**src/rtl/lsw_pkg.sv**
```systemverilog
package lsw_pkg;
  localparam int LANES  = 4;
  localparam int BYTE_W = 8;
  localparam int WORD_W = LANES * BYTE_W;

  typedef enum logic [1:0] {
    WID_BYTE = 2'd0,
    WID_HALF = 2'd1,
    WID_WORD = 2'd2,
    WID_RSVD = 2'd3
  } width_e;

  typedef enum logic {
    ST_IDLE = 1'b0,
    ST_BUSY = 1'b1
  } state_e;
endpackage

```
**src/rtl/lsw_mask_gen.sv**
```systemverilog
module lsw_mask_gen
  import lsw_pkg::*;
#(
  parameter bit BIG_ENDIAN = 1'b0
) (
  input  width_e           wid,
  input  logic [1:0]       ofs,
  output logic [LANES-1:0] sel
);
  logic [LANES-1:0] byte_mask;
  logic [LANES-1:0] half_mask;

  generate
    if (BIG_ENDIAN) begin : g_big
      assign byte_mask = 4'b1000 >> ofs;
      assign half_mask = 4'b1100 >> ofs;
    end else begin : g_little
      assign byte_mask = 4'b0001 << ofs;
      assign half_mask = 4'b0011 << ofs;
    end
  endgenerate

  always_comb begin
    unique case (wid)
      WID_BYTE: sel = byte_mask;
      WID_HALF: sel = half_mask;
      default:  sel = {LANES{1'b1}};
    endcase
  end
endmodule

```
**src/rtl/lsw_store_pack.sv**
```systemverilog
module lsw_store_pack
  import lsw_pkg::*;
(
  input  width_e            wid,
  input  logic [WORD_W-1:0] wdata,
  output logic [WORD_W-1:0] lanes
);
  generate
    for (genvar i = 0; i < LANES; i++) begin : g_lane
      always_comb begin
        unique case (wid)
          WID_BYTE: lanes[BYTE_W*i +: BYTE_W] = wdata[BYTE_W-1:0];
          WID_HALF: lanes[BYTE_W*i +: BYTE_W] = wdata[BYTE_W*(i%2) +: BYTE_W];
          default:  lanes[BYTE_W*i +: BYTE_W] = wdata[BYTE_W*i +: BYTE_W];
        endcase
      end
    end
  endgenerate
endmodule

```
**src/rtl/lsw_load_extract.sv**
```systemverilog
module lsw_load_extract
  import lsw_pkg::*;
#(
  parameter bit BIG_ENDIAN = 1'b0
) (
  input  width_e            wid,
  input  logic              uns,
  input  logic [1:0]        ofs,
  input  logic [WORD_W-1:0] bus,
  output logic [WORD_W-1:0] res
);
  localparam int HALF_W = 2 * BYTE_W;

  logic [1:0]        byte_idx;
  logic              half_hi;
  logic [BYTE_W-1:0] byte_val;
  logic [HALF_W-1:0] half_val;

  generate
    if (BIG_ENDIAN) begin : g_big
      assign byte_idx = ~ofs;
      assign half_hi  = ~ofs[1];
    end else begin : g_little
      assign byte_idx = ofs;
      assign half_hi  = ofs[1];
    end
  endgenerate

  assign byte_val = bus[BYTE_W*byte_idx +: BYTE_W];
  assign half_val = half_hi ? bus[WORD_W-1:HALF_W] : bus[HALF_W-1:0];

  always_comb begin
    unique case (wid)
      WID_BYTE: res = {{(WORD_W-BYTE_W){~uns & byte_val[BYTE_W-1]}}, byte_val};
      WID_HALF: res = {{(WORD_W-HALF_W){~uns & half_val[HALF_W-1]}}, half_val};
      default:  res = bus;
    endcase
  end
endmodule

```
**src/rtl/lsw_adapter.sv**
```systemverilog
module lsw_adapter
  import lsw_pkg::*;
#(
  parameter int ADDR_W     = 32,
  parameter bit BIG_ENDIAN = 1'b0
) (
  input  logic              clk,
  input  logic              rst_n,
  input  logic              cpu_req,
  input  logic              cpu_we,
  input  logic [2:0]        cpu_size,
  input  logic [ADDR_W-1:0] cpu_addr,
  input  logic [31:0]       cpu_wdata,
  output logic              cpu_ready,
  output logic              cpu_rsp_valid,
  output logic [31:0]       cpu_rdata,
  output logic              wb_cyc_o,
  output logic              wb_stb_o,
  output logic              wb_we_o,
  output logic [ADDR_W-1:0] wb_adr_o,
  output logic [3:0]        wb_sel_o,
  output logic [31:0]       wb_dat_o,
  input  logic [31:0]       wb_dat_i,
  input  logic              wb_ack_i
);
  state_e             state_q, state_d;
  logic               we_q;
  width_e             wid_q;
  logic               uns_q;
  logic [ADDR_W-1:0]  addr_q;
  logic [WORD_W-1:0]  wdata_q;
  logic               rsp_q, rsp_d;
  logic [WORD_W-1:0]  rdata_q;
  logic [WORD_W-1:0]  load_val;
  logic               accept;
  logic               finish;
  logic               rdata_en;

  // next-state logic
  always_comb begin
    accept   = (state_q == ST_IDLE) && cpu_req;
    finish   = (state_q == ST_BUSY) && wb_ack_i;
    rdata_en = finish && !we_q;
    rsp_d    = finish;
    state_d  = state_q;
    if (accept)      state_d = ST_BUSY;
    else if (finish) state_d = ST_IDLE;
  end

  // control registers
  always_ff @(posedge clk or negedge rst_n) begin
    if (!rst_n) begin
      state_q <= ST_IDLE;
      rsp_q   <= 1'b0;
    end else begin
      state_q <= state_d;
      rsp_q   <= rsp_d;
    end
  end

  // access capture, enabled on accept
  always_ff @(posedge clk or negedge rst_n) begin
    if (!rst_n) begin
      we_q    <= 1'b0;
      wid_q   <= WID_WORD;
      uns_q   <= 1'b0;
      addr_q  <= '0;
      wdata_q <= '0;
    end else if (accept) begin
      we_q    <= cpu_we;
      wid_q   <= width_e'(cpu_size[1:0]);
      uns_q   <= cpu_size[2];
      addr_q  <= cpu_addr;
      wdata_q <= cpu_wdata;
    end
  end

  // load result, enabled on acknowledged load
  always_ff @(posedge clk or negedge rst_n) begin
    if (!rst_n) begin
      rdata_q <= '0;
    end else if (rdata_en) begin
      rdata_q <= load_val;
    end
  end

  lsw_mask_gen #(.BIG_ENDIAN(BIG_ENDIAN)) u_mask (
    .wid (wid_q),
    .ofs (addr_q[1:0]),
    .sel (wb_sel_o)
  );

  lsw_store_pack u_pack (
    .wid   (wid_q),
    .wdata (wdata_q),
    .lanes (wb_dat_o)
  );

  lsw_load_extract #(.BIG_ENDIAN(BIG_ENDIAN)) u_extract (
    .wid (wid_q),
    .uns (uns_q),
    .ofs (addr_q[1:0]),
    .bus (wb_dat_i),
    .res (load_val)
  );

  assign wb_cyc_o      = (state_q == ST_BUSY);
  assign wb_stb_o      = (state_q == ST_BUSY);
  assign wb_we_o       = we_q;
  assign wb_adr_o      = {addr_q[ADDR_W-1:2], 2'b00};
  assign cpu_ready     = (state_q == ST_IDLE);
  assign cpu_rsp_valid = rsp_q;
  assign cpu_rdata     = rdata_q;


  req_starts_cycle_chk: assert property (@(posedge clk) disable iff (!rst_n)
    cpu_req && cpu_ready |=> wb_cyc_o && wb_stb_o);


  cycle_held_chk: assert property (@(posedge clk) disable iff (!rst_n)
    wb_cyc_o && !wb_ack_i |=> wb_cyc_o && $stable(wb_adr_o) && $stable(wb_sel_o) && $stable(wb_dat_o));


  ack_ends_cycle_chk: assert property (@(posedge clk) disable iff (!rst_n)
    wb_cyc_o && wb_ack_i |=> cpu_rsp_valid && !wb_cyc_o);


  rsp_single_chk: assert property (@(posedge clk) disable iff (!rst_n)
    cpu_rsp_valid |=> !cpu_rsp_valid);


  byte_one_lane_chk: assert property (@(posedge clk) disable iff (!rst_n)
    wb_cyc_o && (wid_q == WID_BYTE) |-> $countones(wb_sel_o) == 1);


  word_all_lanes_chk: assert property (@(posedge clk) disable iff (!rst_n)
    wb_cyc_o && (wid_q == WID_WORD) |-> wb_sel_o == 4'hF);
endmodule

```
**config.mk**
```make
export PLATFORM = sky130hd
export DESIGN_NAME = lsw_adapter
export DESIGN_NICKNAME = d
export VERILOG_FILES = /design/src/rtl/lsw_pkg.sv /design/src/rtl/lsw_mask_gen.sv /design/src/rtl/lsw_store_pack.sv /design/src/rtl/lsw_load_extract.sv /design/src/rtl/lsw_adapter.sv
export SDC_FILE = /design/constraint.sdc
export NUM_CORES = 1
export LEC_CHECK = 0
export CAP_MARGIN = 20
export CORE_AREA = 2 2 115 117
export CTS_BUF_LIST = sky130_fd_sc_hd__clkbuf_16
export DETAILED_ROUTE_END_ITERATION = 10
export DIE_AREA = 0 0 117 119
export PLACE_DENSITY = 0.74
export SETUP_SLACK_MARGIN = 0.4
export SLEW_MARGIN = 20
export SYNTH_ARGS = -nofsm -noshare
export SYNTH_HDL_FRONTEND = slang
export SYNTH_SLANG_ARGS = --single-unit
```
**constraint.sdc**
```tcl
create_clock -name clk -period 3.87 [get_ports clk]
set_input_delay 0.774 -clock clk [delete_from_list [all_inputs] [get_ports clk]]
set_output_delay 0.774 -clock clk [all_outputs]
set_load 0.02 [all_outputs]
```
==> results of run 1 <==
## stage by stage
| step | hold slack (ns) | util | std cells | cell area, um2 |
|---|---|---|---|---|
| after global placement | 0.4770 | 0.5327 | 749 | 6858 |
| after floorplan | 0.4750 | - | 428 | 4940 |
| after detailed placement | 0.4872 | 0.5327 | 749 | 6858 |
| final | 0.4445 | 0.5557 | 765 | 7154 |
| after CTS | 0.5032 | 0.5554 | 765 | 7151 |
| after global routing | 0.5095 | 0.5557 | 765 | 7154 |
## worst min path at each step
stage,from,end,slack [ns],depth (start not counted)
2_1_floorplan,wdata_q[16]$_DFFE_PN0P_,wdata_q[16]$_DFFE_PN0P_,0.47,1
3_3_place_gp,cpu_rdata[31]$_DFFE_PN0P_,cpu_rdata[31]$_DFFE_PN0P_,0.48,2
3_5_place_dp,cpu_rdata[23]$_DFFE_PN0P_,cpu_rdata[23]$_DFFE_PN0P_,0.49,2
4_1_cts,cpu_rdata[23]$_DFFE_PN0P_,cpu_rdata[23]$_DFFE_PN0P_,0.50,2
5_1_grt,rst_n,wdata_q[20]$_DFFE_PN0P_,0.51,1
6_report,rst_n,wdata_q[20]$_DFFE_PN0P_,0.44,1
## kinds of logic (layout without fill, tap and decap cells)
group / Yosys count / in the layout / synth area share
flip-flops: 102 / 102 / 0.5174
multiplexers: 99 / 99 / 0.2241
AND/OR/NAND/NOR: 94 / 94 / 0.08669
buffers and inverters: 73 / 234 / 0.09125
AO/OA/AOI/OAI: 58 / 58 / 0.07985
other: 1 / 2 / 0.0007597
## cells in the mapped netlist
cell type / number / share of area
nor2b_1: 3 / 0.0038
a2111oi_0: 1 / 0.0018
o21ai_0: 18 / 0.018
conb_1: 1 / 0.00076
nand3b_2: 1 / 0.0023
and3b_1: 1 / 0.0018
buf_6: 1 / 0.0023
a21o_1: 1 / 0.0015
buf_1: 2 / 0.0015
o21ai_1: 1 / 0.0010
nor2_2: 1 / 0.0013
clkbuf_1: 16 / 0.012
mux2_2: 82 / 0.19
a221oi_2: 3 / 0.0091
nor3_1: 1 / 0.0010
dfstp_2: 1 / 0.0053
o21bai_1: 4 / 0.0061
nand3_1: 39 / 0.040
mux4_2: 1 / 0.0046
nand2_1: 29 / 0.022
buf_4: 42 / 0.064
a221oi_1: 6 / 0.011
nor2_1: 18 / 0.014
a222oi_1: 7 / 0.014
inv_1: 3 / 0.0023
buf_2: 9 / 0.0091
mux2i_1: 16 / 0.032
a21oi_1: 17 / 0.017
dfrtp_1: 101 / 0.51
and2_1: 1 / 0.0013
## metal layers
metal  wire length (um)  share of wire  GRT usage  up-vias
li1                   -              -          -     1790
met1               5582           0.41     0.2445     1881
met2               6492           0.47     0.3194      190
met3               1339          0.097    0.07328       22
met4                346          0.025    0.08529        0
met5                  0              0          0        -
## registers in the layout, summed over array words and instances, names as in the netlist
register	cells
uns_q	1
wb_cyc_o	1
addr_q	32
cpu_rdata	32
wb_we_o	1
wid_q	2
wdata_q	32
cpu_rsp_valid	1
## area by class of cell
| class | instances | area, um2 |
|---|---|---|
| Fill cell | 1094 | 5720 |
| Timing Repair Buffer | 215 | 2131 |
| Inverter | 3 | 11.26 |
| Multi-Input combinational cell | 253 | 1946 |
| Clock inverter | 7 | 67.56 |
| Sequential cell | 102 | 2554 |
| Tap cell | 176 | 220.2 |
| Clock buffer | 9 | 225.2 |
## report_power, final
group          switching [mW]  leakage [nW]  internal, mW
clock                   0.399         0.144         0.498
sequential              0.236          1.20          1.40
combinational            1.04          1.59          1.07
total                    1.67          2.93          2.97
==> impl_metrics.yaml, run 1 <==
place:
  dp_hpwl_um: 10210
  port-buffer-count: 206
  pre_cts_ws_ns: 1.174
  place.gp.congestion: 0.9097
timing:
  slew_headroom: 0.4312
  report.final.slew_viol_count: 0
  min_period_ns: 3.064
  fin_crit_sh: 0.7918
  fin_ws_ns: 0.8057
  fin_skew_ns: 0.007460
  setup_viol: 0
  rsz0062_at_grt: "no"
  hold_violations: 0
  worst_pin_slew_ns: 0.8467
  fmax_mhz: 326.3
  tns_ns: 0
yosys:
  ys_ff_latch: 102
  synthCells: 427
  syn-cell-area_um2: 4936
  synth_seq_area_share: 0.5174
  synth_cell_type_count: 30
  yosys_warnings: 0
  syn_avg_cell_area_um2: 11.56
global_route:
  overflow: 0
  track_usage: 0.2010
  grt_pass1_wl_um: 21070
  grt_max_degree: 79
  grt_pass1_vias: 3979
  grt_antenna_before_repair: 0
routing:
  vias: 3883
  routed_wl_um: 13760
  drc: 0
  first_pass_iters: 5
  detail_route.wl_per_cell_um: 17.99
  ant_nets: 0
  viasPerCell: 5.076
  drt_iter0_markers: 340
worst_setup_path:
  cp_max_fo: 49
  crit_end: "wb_dat_o[23]"
  required_ns: 3.10
  r2r-end: "cpu_rdata[5]$_DFFE_PN0P_"
  cp.arrival_ns: 2.29
  path_class: "register to output pin"
  crit_chain: "buf_4 -> mux2_2 -> clkdlybuf4s50_1"
  cp_slowest_cell: "clkdlybuf4s50_1"
  critical_path_buf_inv_count: 2
  cp.depth: 3
  startpoint_type: "register"
  worstSetupStartpoint: "wid_q[1]$_DFFE_PN1P_"
  reg2reg_from: "addr_q[1]$_DFFE_PN0P_"
  slowest_delay_ns: 0.54
  reg2regPathDepth: 4
  ff2ff_setup_slack_ns: 1.61
  end_kind: "output pin"
  path_delay_family: "buffers and inverters"
finish:
  area_growth_pct: 44.94
  final_cell_mix: "205 x clkdlybuf4s50_1, 101 x dfrtp_1, 82 x mux2_2, 39 x nand3_1, 29 x nand2_1"
  final_common_cell: "clkdlybuf4s50_1"
  diodes: 0
  fin_nets: 688
  drive_above_1_share: 0.1952
cts:
  cts_num_sinks: 102
  root_buffer: "clkbuf_16"
  cts_made_buffers: 9
  htreeDepth: 3
  clkLatencyLatePin_ns: 0.35
  clk_path_buf_depth: 2
  cts_hold_buf: 0
  cts_resized: 0
  cts_tree: "yes"
  post_cts_buffers: 0
  clk_pin_slew_ns: 0.07
run_status:
  status: "complete, no violations"
pwr:
  ir_worst_vdd_v: 0.0002940
  p_per_area_nw_per_um2: 649.4
  p_leak_nw: 2.932
  finalPower_mw: 4.646
die:
  io_pins: 209
  die_height_um: 119
  fp.dieW_um: 117
  die_area_um2: 13920
  rows: 42
  core_area_um2: 12870
  initial_core_util: 0.3834
worst_hold_path:
  hold_class: "primary input to asynchronous set/reset pin"
flow_run:
  cap_violations: 0
Power figures use the tool's default switching activity.
==> run 2, diff against run 1 <==
- CORE_AREA: 2 2 115 117 -> 2 2 116 118
- DIE_AREA: 0 0 117 119 -> 0 0 118 120
- PLACE_DENSITY: 0.74 -> 0.76
- clock period: 3.87 -> 2.7 ns (I/O delays scaled with it)
==> run 2 against run 1 <==
Critical path depth grew 3; clock power rose by 45%; setup slack worse by 0.42 ns; cell count is 2.1% higher; routed wire length increased by 7.2%; combinational power rose by 47%; die area is 1.7% higher; first-iteration DRC count down 20%; power is 45% higher; critical endpoint is now wb_dat_o[14]; design area grew 1.9%; largest power group unchanged.
==> impl_metrics.yaml, run 2 (synthesized netlist as in run 1, its figures left out) <==
timing:
  rsz0062_at_grt: "yes"
  slew_headroom: 0.5736
  min_period_ns: 2.319
  fin_skew_ns: 0.008996
  tns_ns: 0
  report.final.slew_viol_count: 0
  hold_violations: 0
  fin_crit_sh: 0.8587
  fmax_mhz: 431.3
  worst_pin_slew_ns: 0.6395
  setup_viol: 0
pwr:
  p_per_area_nw_per_um2: 922.9
  p_leak_nw: 3.069
  finalPower_mw: 6.725
  ir_worst_vdd_v: 0.0004836
finish:
  fin_nets: 704
  final_cell_mix: "177 x clkdlybuf4s50_1, 101 x dfrtp_1, 81 x mux2_2, 39 x nand3_1, 29 x nand2_1"
  final_area_um2: 7287
  area_growth_pct: 47.63
  fin_cells: 781
  final_common_cell: "clkdlybuf4s50_1"
  diodes: 0
  drive_above_1_share: 0.2562
routing:
  viasPerCell: 5.088
  ant_nets: 0
  vias: 3974
  drc: 0
  routed_wl_um: 14750
  detail_route.wl_per_cell_um: 18.89
  first_pass_iters: 5
  drt_iter0_markers: 271
cts:
  cts_made_buffers: 9
  cts_num_sinks: 102
  clk_path_buf_depth: 2
  root_buffer: "clkbuf_16"
  clk_pin_slew_ns: 0.07
  clkLatencyLatePin_ns: 0.36
  htreeDepth: 3
  cts_tree: "yes"
worst_setup_path:
  path_class: "register to output pin"
  cp_max_fo: 5
  required_ns: 2.16
  crit_chain: "buf_4 -> nor2_2 -> buf_6 -> buf_4 -> mux2_2 -> buf_4"
  path_delay_family: "flip-flops"
  end_kind: "output pin"
  cp.depth: 6
  crit_top_cell: "buf_4"
  startpoint_type: "register"
  cp.arrival_ns: 1.78
  slowest_delay_ns: 0.57
  reg2regPathDepth: 5
  cp_slowest_cell: "dfstp_2"
  critical_path_buf_inv_count: 4
global_route:
  grt_antenna_before_repair: 0
  track_usage: 0.2141
  grt_pass1_wl_um: 23370
  grt_max_degree: 56
  grt_pass1_vias: 4272
  overflow: 0
place:
  placed_cells: 755
  dp_hpwl_um: 10660
  place.gp.congestion: 0.9134
  port-buffer-count: 206
  placed_cell_area_um2: 6940
die:
  fp.dieW_um: 118
  initial_core_util: 0.3803
  core_area_um2: 12980
  io_pins: 209
  rows: 42
  die_area_um2: 14160
  die_height_um: 120
run_status:
  status: "complete, no violations"
flow_run:
  cap_violations: 0
worst_hold_path:
  hold_class: "primary input to asynchronous set/reset pin"
-- run 2: final cells by class --
| cell class | instances | area, um2 |
|---|---|---|
| clock inverter | 7 | 65.06 |
| fill | 1160 | 5693 |
| inverter | 3 | 11.26 |
| timing repair buffer | 231 | 2260 |
| tap | 176 | 220.2 |
| multi-input combinational | 253 | 1952 |
| clock buffer | 9 | 225.2 |
| sequential | 102 | 2554 |
-- run 2: power breakdown --
part	switching (mW)	leakage [nW]	internal, mW
combinational	1.55	1.73	1.55
clock	0.583	0.143	0.712
sequential	0.321	1.20	2.01
total	2.45	3.07	4.27
-- run 2: worst paths after layout --
kind | startpoint | end | slack, ns
max | wid_q[1]$_DFFE_PN1P_ | wb_dat_o[14] | 0.38
min | rst_n | cpu_rdata[31]$_DFFE_PN0P_ | 0.20
max reg2reg | addr_q[1]$_DFFE_PN0P_ | cpu_rdata[11]$_DFFE_PN0P_ | 0.60
min reg2reg | cpu_rdata[22]$_DFFE_PN0P_ | cpu_rdata[22]$_DFFE_PN0P_ | 0.49
max in group asynchronous | rst_n | wid_q[1]$_DFFE_PN1P_ | 1.74
min in group clk | cpu_rdata[22]$_DFFE_PN0P_ | cpu_rdata[22]$_DFFE_PN0P_ | 0.49
-- run 2: timing repair --
action	in CTS	in global routing
gates cloned	3	0
buffers inserted	5	2
hold endpoints to repair	0	0
hold buffers	0	0
setup endpoints to repair	28	21
resized for setup	83	20
-- run 2: layer usage --
metal | vias up | track usage | part of all wire
li1 | 1818 | - | -
met4 | 0 | 0.1077 | 0.030
met1 | 1922 | 0.2487 | 0.39
met5 | - | 0 | 0
met3 | 27 | 0.07700 | 0.11
met2 | 207 | 0.3503 | 0.48
-- run 2: through the flow --
| stage | hold WS (ns) | util | worst slack [ns] |
|---|---|---|---|
| 2_1_floorplan | 0.2444 | - | 0.6650 |
| 3_3_place_gp | 0.4737 | 0.5347 | 0.3426 |
| 3_5_place_dp | 0.4829 | 0.5347 | 0.3202 |
| 4_1_cts | 0.2232 | 0.5614 | 0.2165 |
| 5_1_grt | 0.2521 | 0.5614 | 0.3287 |
| 6_report | 0.2046 | 0.5614 | 0.3814 |
